[config.mk]
export PLATFORM = sky130hd
export DESIGN_NAME = irq_vec_table
export DESIGN_NICKNAME = d
export VERILOG_FILES = /design/src/rtl/irq_vec_pkg.sv /design/src/rtl/irq_vec_dpath.sv /design/src/rtl/irq_vec_ctrl.sv /design/src/rtl/irq_vec_table.sv
export SDC_FILE = /design/constraint.sdc
export NUM_CORES = 2
export LEC_CHECK = 0
export BUFFER_PORTS_ARGS = -buffer_cell sky130_fd_sc_hd__buf_2
export CAP_MARGIN = 20
export CORE_ASPECT_RATIO = 1.75
export CORE_UTILIZATION = 35
export CTS_CLUSTER_DIAMETER = 150
export DETAILED_ROUTE_END_ITERATION = 7
export GPL_ROUTABILITY_DRIVEN = 0
export SLEW_MARGIN = 20
export SYNTH_ARGS = -nofsm -noshare
export SYNTH_HDL_FRONTEND = slang
export SYNTH_SLANG_ARGS = --single-unit
[constraint.sdc]
create_clock -name clk -period 2.22 [get_ports clk]
set_input_delay 0.222 -clock clk [delete_from_list [all_inputs] [get_ports clk]]
set_output_delay 0.222 -clock clk [all_outputs]
set_load 0.005 [all_outputs]
[src/rtl/irq_vec_pkg.sv]
package irq_vec_pkg;
  localparam int MAX_VEC_W = 11;

  // control -> datapath: capture the payload of the vector being issued
  typedef struct packed {
    logic                 load;
    logic [MAX_VEC_W-1:0] vec;
  } issue_strobe_t;

  localparam logic [1:0] WORD_ADDR_LO = 2'd0;
  localparam logic [1:0] WORD_ADDR_HI = 2'd1;
  localparam logic [1:0] WORD_DATA    = 2'd2;
  localparam logic [1:0] WORD_VCTRL   = 2'd3;
  localparam int EN_BIT    = 15;
  localparam int FMASK_BIT = 14;
endpackage

[src/rtl/irq_vec_dpath.sv]
module irq_vec_dpath
  import irq_vec_pkg::*;
#(
  parameter int NUM_VEC  = 8,
  parameter int VEC_W    = 3,
  parameter int ADDR_W   = 12,
  parameter int PBA_OFF  = 256,
  parameter int CTRL_OFF = 512
) (
  input  logic               clk,
  input  logic               rst_n,
  input  logic               flrReset,
  input  logic               regWrEn,
  input  logic [ADDR_W-1:0]  regAddr,
  input  logic [31:0]        regWrData,
  output logic [31:0]        regRdData,
  input  logic [NUM_VEC-1:0] pendBits,
  input  issue_strobe_t      strobe,
  output logic               enBit,
  output logic               fmaskBit,
  output logic [NUM_VEC-1:0] maskBits,
  output logic [63:0]        wrAddr,
  output logic [31:0]        wrData
);
  localparam int PBA_WORDS = (NUM_VEC + 31) / 32;
  localparam logic [ADDR_W-1:0] TABLE_END = ADDR_W'(NUM_VEC * 16);
  localparam logic [ADDR_W-1:0] PBA_BASE  = ADDR_W'(PBA_OFF);
  localparam logic [ADDR_W-1:0] PBA_END   = ADDR_W'(PBA_OFF + 4 * PBA_WORDS);
  localparam logic [ADDR_W-1:0] CTRL_ADDR = ADDR_W'(CTRL_OFF);

  logic              aligned, tableHit, pbaHit, ctrlHit;
  logic [VEC_W-1:0]  entryIdx;
  logic [1:0]        wordSel;
  logic [ADDR_W-1:0] pbaRel;
  logic [PBA_WORDS*32-1:0] pendPad;
  logic [NUM_VEC-1:0][31:0] loAll, hiAll, dataAll;

  assign aligned  = (regAddr[1:0] == 2'b00);
  assign tableHit = aligned && (regAddr < TABLE_END);
  assign pbaHit   = aligned && (regAddr >= PBA_BASE) && (regAddr < PBA_END);
  assign ctrlHit  = aligned && (regAddr == CTRL_ADDR);
  assign entryIdx = regAddr[VEC_W+3:4];
  assign wordSel  = regAddr[3:2];
  assign pbaRel   = regAddr - PBA_BASE;
  assign pendPad  = (PBA_WORDS*32)'(pendBits);

  // one storage slice per entry
  for (genvar g = 0; g < NUM_VEC; g++) begin : g_entry
    logic [31:0] lo, hi, dat;
    logic        msk;
    logic        hit;
    assign hit = regWrEn && tableHit && (entryIdx == VEC_W'(g));
    always_ff @(posedge clk or negedge rst_n) begin
      if (!rst_n) begin
        lo <= '0; hi <= '0; dat <= '0; msk <= 1'b1;
      end else if (flrReset) begin
        lo <= '0; hi <= '0; dat <= '0; msk <= 1'b1;
      end else if (hit) begin
        case (wordSel)
          WORD_ADDR_LO: lo  <= regWrData;
          WORD_ADDR_HI: hi  <= regWrData;
          WORD_DATA:    dat <= regWrData;
          default:      msk <= regWrData[0];
        endcase
      end
    end
    assign loAll[g]   = lo;
    assign hiAll[g]   = hi;
    assign dataAll[g] = dat;
    assign maskBits[g] = msk;
  end

  // control word
  always_ff @(posedge clk or negedge rst_n) begin
    if (!rst_n) begin
      enBit <= 1'b0; fmaskBit <= 1'b0;
    end else if (flrReset) begin
      enBit <= 1'b0; fmaskBit <= 1'b0;
    end else if (regWrEn && ctrlHit) begin
      enBit    <= regWrData[EN_BIT];
      fmaskBit <= regWrData[FMASK_BIT];
    end
  end

  // payload capture at issue
  logic [63:0] selAddr;
  logic [31:0] selData;
  always_comb begin
    selAddr = '0;
    selData = '0;
    for (int i = 0; i < NUM_VEC; i++) begin
      if (strobe.vec == MAX_VEC_W'(i)) begin
        selAddr = {hiAll[i], loAll[i]};
        selData = dataAll[i];
      end
    end
  end

  always_ff @(posedge clk or negedge rst_n) begin
    if (!rst_n) begin
      wrAddr <= '0; wrData <= '0;
    end else if (strobe.load) begin
      wrAddr <= selAddr; wrData <= selData;
    end
  end

  // read mux
  always_comb begin
    regRdData = '0;
    if (tableHit) begin
      case (wordSel)
        WORD_ADDR_LO: regRdData = loAll[entryIdx];
        WORD_ADDR_HI: regRdData = hiAll[entryIdx];
        WORD_DATA:    regRdData = dataAll[entryIdx];
        default:      regRdData = {31'b0, maskBits[entryIdx]};
      endcase
    end else if (pbaHit) begin
      for (int w = 0; w < PBA_WORDS; w++)
        if (pbaRel[ADDR_W-1:2] == (ADDR_W-2)'(w)) regRdData = pendPad[w*32 +: 32];
    end else if (ctrlHit) begin
      regRdData[EN_BIT]    = enBit;
      regRdData[FMASK_BIT] = fmaskBit;
      regRdData[10:0]      = 11'(NUM_VEC - 1);
    end
  end

  // a control write lands in the enable bit on the next cycle
  p_ctrl_write_r3: assert property (@(posedge clk) disable iff (!rst_n)
    (regWrEn && ctrlHit && !flrReset) |=> (enBit == $past(regWrData[EN_BIT])));
endmodule

[src/rtl/irq_vec_ctrl.sv]
module irq_vec_ctrl
  import irq_vec_pkg::*;
#(
  parameter int NUM_VEC = 8,
  parameter int VEC_W   = 3
) (
  input  logic               clk,
  input  logic               rst_n,
  input  logic               flrReset,
  input  logic [NUM_VEC-1:0] irqPulse,
  input  logic               enBit,
  input  logic               fmaskBit,
  input  logic [NUM_VEC-1:0] maskBits,
  input  logic               wrReady,
  output logic               wrValid,
  output logic [NUM_VEC-1:0] pendBits,
  output issue_strobe_t      strobe
);
  logic [NUM_VEC-1:0] pendQ, pendNext, okVec, candidates, newEvents;
  logic               busyQ, busyNext;
  logic [VEC_W-1:0]   curQ, curNext, pick;
  logic               curOk, accept, withdraw, freeSlot, issue;

  assign okVec      = (enBit && !fmaskBit) ? ~maskBits : '0;
  assign curOk      = okVec[curQ];
  assign wrValid    = busyQ && curOk;
  assign accept     = wrValid && wrReady;
  assign withdraw   = busyQ && !curOk;
  assign freeSlot   = !busyQ || accept;
  assign candidates = pendQ & okVec;
  assign issue      = freeSlot && (|candidates);
  assign newEvents  = enBit ? irqPulse : '0;
  assign pendBits   = pendQ;

  // lowest index wins
  always_comb begin
    pick = '0;
    for (int i = NUM_VEC - 1; i >= 0; i--)
      if (candidates[i]) pick = VEC_W'(i);
  end

  always_comb begin
    pendNext = pendQ | newEvents;
    busyNext = busyQ;
    curNext  = curQ;
    if (withdraw) begin
      pendNext[curQ] = 1'b1;
      busyNext       = 1'b0;
    end else if (accept) begin
      busyNext = 1'b0;
    end
    if (issue) begin
      pendNext[pick] = 1'b0;
      busyNext       = 1'b1;
      curNext        = pick;
    end
  end

  assign strobe.load = issue;
  assign strobe.vec  = MAX_VEC_W'(pick);

  always_ff @(posedge clk or negedge rst_n) begin
    if (!rst_n) begin
      pendQ <= '0; busyQ <= 1'b0; curQ <= '0;
    end else if (flrReset) begin
      pendQ <= '0; busyQ <= 1'b0; curQ <= '0;
    end else begin
      pendQ <= pendNext; busyQ <= busyNext; curQ <= curNext;
    end
  end

  // a pulse on a blocked vector leaves its pending bit set
  p_blocked_pends_r5: assert property (@(posedge clk) disable iff (!rst_n)
    (enBit && !flrReset && |(irqPulse & ~okVec)) |=> |(pendQ & $past(irqPulse & ~okVec)));

  // function reset leaves nothing pending and nothing presented
  p_flr_clears_r12: assert property (@(posedge clk) disable iff (!rst_n)
    flrReset |=> (pendQ == '0 && !wrValid));

  // disabled and idle keeps the pending array frozen
  p_disabled_frozen_r11: assert property (@(posedge clk) disable iff (!rst_n)
    (!enBit && !busyQ && !flrReset) |=> (pendQ == $past(pendQ)));
endmodule

[src/rtl/irq_vec_table.sv]
module irq_vec_table
  import irq_vec_pkg::*;
#(
  parameter int NUM_VEC  = 8,
  parameter int ADDR_W   = 12,
  parameter int PBA_OFF  = 256,
  parameter int CTRL_OFF = 512
) (
  input  logic               clk,
  input  logic               rst_n,
  input  logic               flrReset,
  input  logic               regWrEn,
  input  logic [ADDR_W-1:0]  regAddr,
  input  logic [31:0]        regWrData,
  output logic [31:0]        regRdData,
  input  logic [NUM_VEC-1:0] irqPulse,
  output logic               wrValid,
  input  logic               wrReady,
  output logic [63:0]        wrAddr,
  output logic [31:0]        wrData
);
  localparam int VEC_W = (NUM_VEC > 1) ? $clog2(NUM_VEC) : 1;

  logic               enBit, fmaskBit;
  logic [NUM_VEC-1:0] maskBits, pendBits;
  issue_strobe_t      strobe;

  irq_vec_ctrl #(.NUM_VEC(NUM_VEC), .VEC_W(VEC_W)) u_ctrl (
    .clk(clk), .rst_n(rst_n), .flrReset(flrReset), .irqPulse(irqPulse),
    .enBit(enBit), .fmaskBit(fmaskBit), .maskBits(maskBits),
    .wrReady(wrReady), .wrValid(wrValid), .pendBits(pendBits), .strobe(strobe)
  );

  irq_vec_dpath #(.NUM_VEC(NUM_VEC), .VEC_W(VEC_W), .ADDR_W(ADDR_W),
                  .PBA_OFF(PBA_OFF), .CTRL_OFF(CTRL_OFF)) u_dpath (
    .clk(clk), .rst_n(rst_n), .flrReset(flrReset), .regWrEn(regWrEn),
    .regAddr(regAddr), .regWrData(regWrData), .regRdData(regRdData),
    .pendBits(pendBits), .strobe(strobe), .enBit(enBit), .fmaskBit(fmaskBit),
    .maskBits(maskBits), .wrAddr(wrAddr), .wrData(wrData)
  );

  // payload held steady while a write waits for acceptance
  p_payload_stable_r13: assert property (@(posedge clk) disable iff (!rst_n)
    (wrValid && !wrReady) |=> (!wrValid || ($stable(wrAddr) && $stable(wrData))));
endmodule

======== Yosys cells after proc, flatten, opt, wreduce, memory -nomap -nowiden ========
Index checks and enable logic that the tools add are counted.
cells by class
  equal/unequal tests ..................... 18
  muxes and demuxes ....................... 128
  reduce and logical (&&, ||, !) cells .... 78
  bitwise gates (word level) .............. 6
  add/sub/neg operators ................... 1
  $lt $le $gt $ge ......................... 8
operators with widths
  cell                                                                                  count
  32-bit 2-to-1 mux                                                                     63
  64-bit 2-to-1 mux                                                                     8
  32-bit binary-select mux with 3-bit select                                            3
  32-bit one-hot mux with 3 select lines                                                1
  2-bit AND reduction                                                                   32
  8-bit 2-to-1 mux                                                                      6
  3-bit 2-to-1 mux                                                                      11
  1-bit 2-to-1 mux                                                                      29
  2-bit nonzero test                                                                    13
  3-bit equality test, second input constant                                            8
  1-bit logical AND                                                                     21
  8-bit bitwise AND                                                                     2
  8-bit NOT                                                                             2
  8-bit bitwise OR                                                                      2
  12-bit by 10-bit equality test with 1-bit output, second input constant               1
  3-bit by 2-bit equality test with 1-bit output, second input constant                 4
  12-bit by 9-bit greater-or-equal comparator with 1-bit output, second input constant  1
  12-bit by 8-bit less-than comparator with 1-bit output, second input constant         1
  12-bit by 9-bit less-than comparator with 1-bit output, second input constant         1
  3-bit by 4-bit less-than comparator with 1-bit output, second input constant          3
  12-bit by 9-bit subtractor with 12-bit output, second input constant                  1
  11-bit logical NOT                                                                    1
  11-bit 2-to-1 mux                                                                     1
  10-bit logical NOT                                                                    1
  15 further kinds                                                                      23
word-level totals
  register bits after elaboration ......... 886
  word-level logic and storage cells ...... 278
  output and inout bits ................... 129

======== Depth between registers and ports, before layout ========
  depth after elaboration ................. 21
  mapped depth ............................ 10
  mapped depth without buffers ............ 7

======== Hierarchy ========
A second synthesis with hierarchy kept.
unflattened totals
  cells, all modules ...................... 4,943
  area, all modules ....................... 46,214.3 µm²
by module, submodules not included
  module         area each (µm²)  instances  sequential area each (µm²)  cells each
  irq_vec_dpath  45,162.1         1          21,881.0                    4,828
  irq_vec_ctrl   1,052.3          1          300.3                       115

======== Worst setup path after synthesis ========
Ideal clock, no wire load.
  path type ............................... input -> output
  start ................................... input regAddr[4]
  end ..................................... output regRdData[11]
  path buffers ............................ 3
  slack ................................... -114 ps
  data arrival time ....................... 2,112 ps
  data required time ...................... 1,998 ps
  stages on the path ...................... 7
  cells stage by stage .................... buf_6 -> buf_2 -> buf_2 -> mux4_2 -> mux4_2 -> a21oi_1 -> nor2_1
between the ends
  cells in the longest elaborated chain, start to end .. 4
  elaborated cells on any way between the ends .. 10
  classes of those cells .................. order compare (1); mux (8); reduce/logical (1)
RTL lines
  element                                                                                                         RTL line              RTL
  start: declaration                                                                                              irq_vec_table.sv:13   input logic [ADDR_W-1:0] regAddr,
  parallel branches: the longest is 3 deep, another holds 12-bit by 8-bit less-than comparator with 1-bit output  n/a
  32-bit 2-to-1 mux *                                                                                             irq_vec_dpath.sv:110  if (tableHit) begin
  end: declaration                                                                                                irq_vec_table.sv:15   output logic [31:0] regRdData,
Mark *: on every way between the ends. The select of a mux whose other input is x is not followed.

======== Final worst setup path ========
  start ................................... register u_dpath.g_entry[3].lo[2]
  end ..................................... output regRdData[2]
between the ends
  cells in the longest elaborated chain, start to end .. 4
RTL lines
  element                                     RTL line              RTL
  start: declaration                          irq_vec_dpath.sv:49   logic [31:0] lo, hi, dat;
  start signal: assignment                    irq_vec_dpath.sv:60   WORD_ADDR_LO: lo <= regWrData;
  32-bit binary-select mux with 3-bit select  irq_vec_dpath.sv:112  WORD_ADDR_LO: regRdData = loAll[entryIdx];
  32-bit 2-to-1 mux (not written as such)     irq_vec_dpath.sv:112
  32-bit one-hot mux with 3 select lines      irq_vec_dpath.sv:111  case (wordSel)
  32-bit 2-to-1 mux                           irq_vec_dpath.sv:110
No other way between the ends. The select of a mux whose other input is x is not followed.

==> metrics.md <==
| Metric | Value |
|---|---|
| Sequential share of the synthesized area | 0.494 |
| Number of flops mapped to enable cells by yosys | 0 |
| Worst setup margin | -0.788 ns |
| Post-Synth Adder-Cell Area | 0 |
| Mapped Avg Cell Area | 9.49 sq um |
| Crit path launch type | flip-flop |
| Die Ht | 476 microns |
| Commonest cells after routing, fill and taps aside | nand2_1 (1184), dfrtp_1 (877), o21ai_0 (752) |
| Tightest Hold Check Type | primary input to async pin |
| CTS buffer count | 83 |
| Delay-heaviest family, CP | multiplexers |
| Synthesis-stage register bit count | 886 |
| Post-DP HPWL | 124000 microns |
| Worst r2r src | u_dpath.g_entry[7].msk |
| Unique masters post-synth | 64 |
| R2R setup slack | -0.58 ns |
| Area delta synth->final | 42.3% |
| Initial Util | 0.353 |
| Worst setup EP type | output port |
| Placed cells | 6694 |
| Stages on worst setup path | 7 |
| Clock slew at reported path FFs | 0.07 ns |
| Clock tree buffer depth | 3 |
| GRT Total Usage | 0.307 |
| Mux cell area share after synthesis | 0.135 |
| Post-route DRC | 0 |
| Crit Path Class | flip-flop to output port |
| Clk_skew | 0.0293 ns |
| Critical Path RT | 2.00 ns |
| Largest family of logic cells by synthesized area | compound AO/OA/AOI/OAI gates |
| Number of global-route vias before repair | 42900 |
| Synth Net Count | 4783 |
| Total Power | 39500 uW |
| Worst R2R Path Depth | 14 |
| Worst-path maximum fanout | 2 |
| Fraction of layout cells with a size suffix above 1 | 0.372 |
| DR iter-0 viols | 5092 |
| Initial antenna violation count | 9 |
| Final core occ | 0.502 |
| Via density | 6.06 |
| Largest net degree at the start of global routing | 98 |
| Ys Warns | 0 |
| First-pass DRT Iterations | 6 |
| Core area | 0.127 sq mm |
| Nets | 5565 |
| Simple-Gate Fraction of Synth Area | 0.136 |
| Worst VDD drop | 601 uV |
| FP Rows | 173 |
| Final Non-Filler Cells | 7239 |
| Worst-Skew Late Latency | 0.70 ns |
| Post-synth ARST share | 1.00 |
| Post-layout min period | 3.01 ns |
| Placed cell areas | 0.0527 sq mm |
| Fmax | 332 MHz |
| TritonCTS Sinks | 886 |
| Pwr Density | 619 mW/mm^2 |
| Busiest grt layer | met2 |
| CTS tree | done |
| Tcrit/Tclk final | 1.36 |
| Final TNS setup | -67.75 ns |
| Crit path DAT | 2.79 ns |
| Die area | 0.130 sq mm |
| Vias | 43900 |
| Met1 Usage GRT | 0.366 |
| IO Count | 186 |
| PortBufs | 185 |
| Post-route cell area | 0.0638 sq mm |
| Slew HR | 0.465 |
| Crit-path cells | mux4_2, mux4_2, nand2_1, o21ai_1, buf_4, a221o_1, buf_2 |
| Fin. max-slew vios | 0 |
| Final hold vios | 0 |
| Least-Margin Pin Slew | 0.796 ns |
| CP peak stage delay | 0.49 ns |
| WP buf/inv | 2 |
| Final ANT Viol Nets | 0 |
| Failing checks | negative setup slack |
| Outcome | finished, violations left |
| Most frequent CP cell | mux4_2 |
| RR Endpoint | u_dpath.wrAddr[27] |
| WL/cell | 28.8 microns |
| Final setup violation count | 140 |
| Xor/xnor share of the synthesized area | 0 |
| Lkg Pwr | 0.0273 uW |
| Die X | 273 microns |
| GR Util met3 | 0.0642 |
| RSZ-0062 raised after global routing | yes |
| WL final | 208000 microns |
| Global-route wire length before repair | 292000 microns |
| Cells after Synth | 4726 |
| Commonest non-fill, non-tap cell in the layout | nand2_1 |
| Clock root buffer | clkbuf_16 |
| Max Cap Violations | 0 |
| Grt ovf | 0 |
| Synth Flop Type | dfrtp_1 |
| Synth Area in Compound Gates | 0.192 |
| GRT met2 Usage | 0.494 |
| H-tree levels | 3 |
| Syn Std Cell Area | 0.0449 sq mm |
| CP max-delay cell | mux4_2 |
-- metrics by stage --
step	setup slack [ns]	hold WS [ns]
4_1_cts	-0.777	0.00117
3_3_place_gp	-0.674	0.120
2_1_floorplan	0.00953	-0.0736
5_1_grt	-0.848	0.0435
3_5_place_dp	-0.663	0.116
6_report	-0.788	0.0367
-- report_power, final --
group | switching [uW] | leakage, uW | internal [uW]
clock | 6820 | 0.00138 | 8540
combinational | 3210 | 0.0143 | 2590
sequential | 1050 | 0.0116 | 17300
-- Yosys cell counts (4+ instances only) --
cell / number / area share
nand3_1: 41 / 0.0046
a31oi_1: 48 / 0.0067
o211ai_1: 4 / 0.00067
a32oi_1: 13 / 0.0025
nand2_1: 1251 / 0.10
nor2_1: 179 / 0.015
a2bb2oi_1: 13 / 0.0025
a311oi_1: 4 / 0.00078
nor3_1: 7 / 0.00078
nand2b_1: 40 / 0.0056
buf_2: 113 / 0.013
mux4_2: 227 / 0.11
o21ai_0: 846 / 0.094
o221ai_1: 59 / 0.012
inv_1: 4 / 0.00033
nand4_1: 4 / 0.00056
o21ai_1: 41 / 0.0046
mux2_2: 9 / 0.0023
o2bb2ai_1: 36 / 0.0070
dfrtp_1: 878 / 0.49
a31oi_4: 7 / 0.0033
a21oi_1: 340 / 0.038
dfstp_2: 8 / 0.0047
a221o_1: 5 / 0.0011
a41oi_1: 6 / 0.0012
a221oi_1: 7 / 0.0014
buf_4: 7 / 0.0012
mux2i_1: 83 / 0.019
a211oi_1: 47 / 0.0079
o21a_1: 4 / 0.00067
nor2b_1: 11 / 0.0015
clkbuf_1: 304 / 0.025
a31oi_2: 6 / 0.0017
buf_1: 28 / 0.0023
-- worst max-delay path by stage --
stage | start | endpoint | slack [ns]
floorplan | regAddr[4] | regRdData[10] | 0.01
global placement | regAddr[4] | regRdData[29] | -0.67
detailed placement | regAddr[4] | regRdData[6] | -0.66
CTS | u_dpath.g_entry[7].lo[2] | regRdData[2] | -0.78
global route | u_dpath.g_entry[7].lo[2] | regRdData[2] | -0.85
finish | u_dpath.g_entry[3].lo[2] | regRdData[2] | -0.79
-- registers in the layout (all words and copies together) (netlist names) --
signal / count
u_dpath.fmaskBit: 1
u_dpath.g_entry.hi: 256
u_ctrl.curQ: 3
u_ctrl.busyQ: 1
u_dpath.g_entry.dat: 256
u_dpath.enBit: 1
u_dpath.wrData: 32
u_dpath.g_entry.msk: 8
u_ctrl.pendBits: 8
u_dpath.wrAddr: 64
u_dpath.g_entry.lo: 256
-- cells by family after synthesis --
| family | Yosys count |
|---|---|
| multiplexers | 319 |
| buffers and inverters | 458 |
| flip-flops | 886 |
| AND/OR/NAND/NOR | 1554 |
| AO/OA/AOI/OAI | 1509 |
-- layer usage --
layer  wire length (microns)  vias up
li1                        -    18300
met3                   20100      921
met1                   72800    21700
met5                      57        -
met4                   18700        8
met2                   96700     2927
-- cell type report --
type / instances / area, sq um
Clock buffer: 120 / 2470
Inverter: 4 / 15.0
Sequential cell: 886 / 22200
Multi-Input combinational cell: 3383 / 24100
Tap cell: 1662 / 2080
Fill cell: 11000 / 63200
Clock inverter: 27 / 332
Timing Repair Buffer: 1150 / 12700
Antenna cell: 7 / 17.5
-- repair_timing --
action | 4_1_cts | 5_1_grt
gates cloned | 58 | 20
endpoints found under the hold margin | 724 | 0
buffers inserted | 212 | 135
pin swaps | 148 | 205
setup endpoints to repair | 139 | 140
hold buffers | 14 | 0
resized for setup | 519 | 466
(Power assumes the default switching activity.)
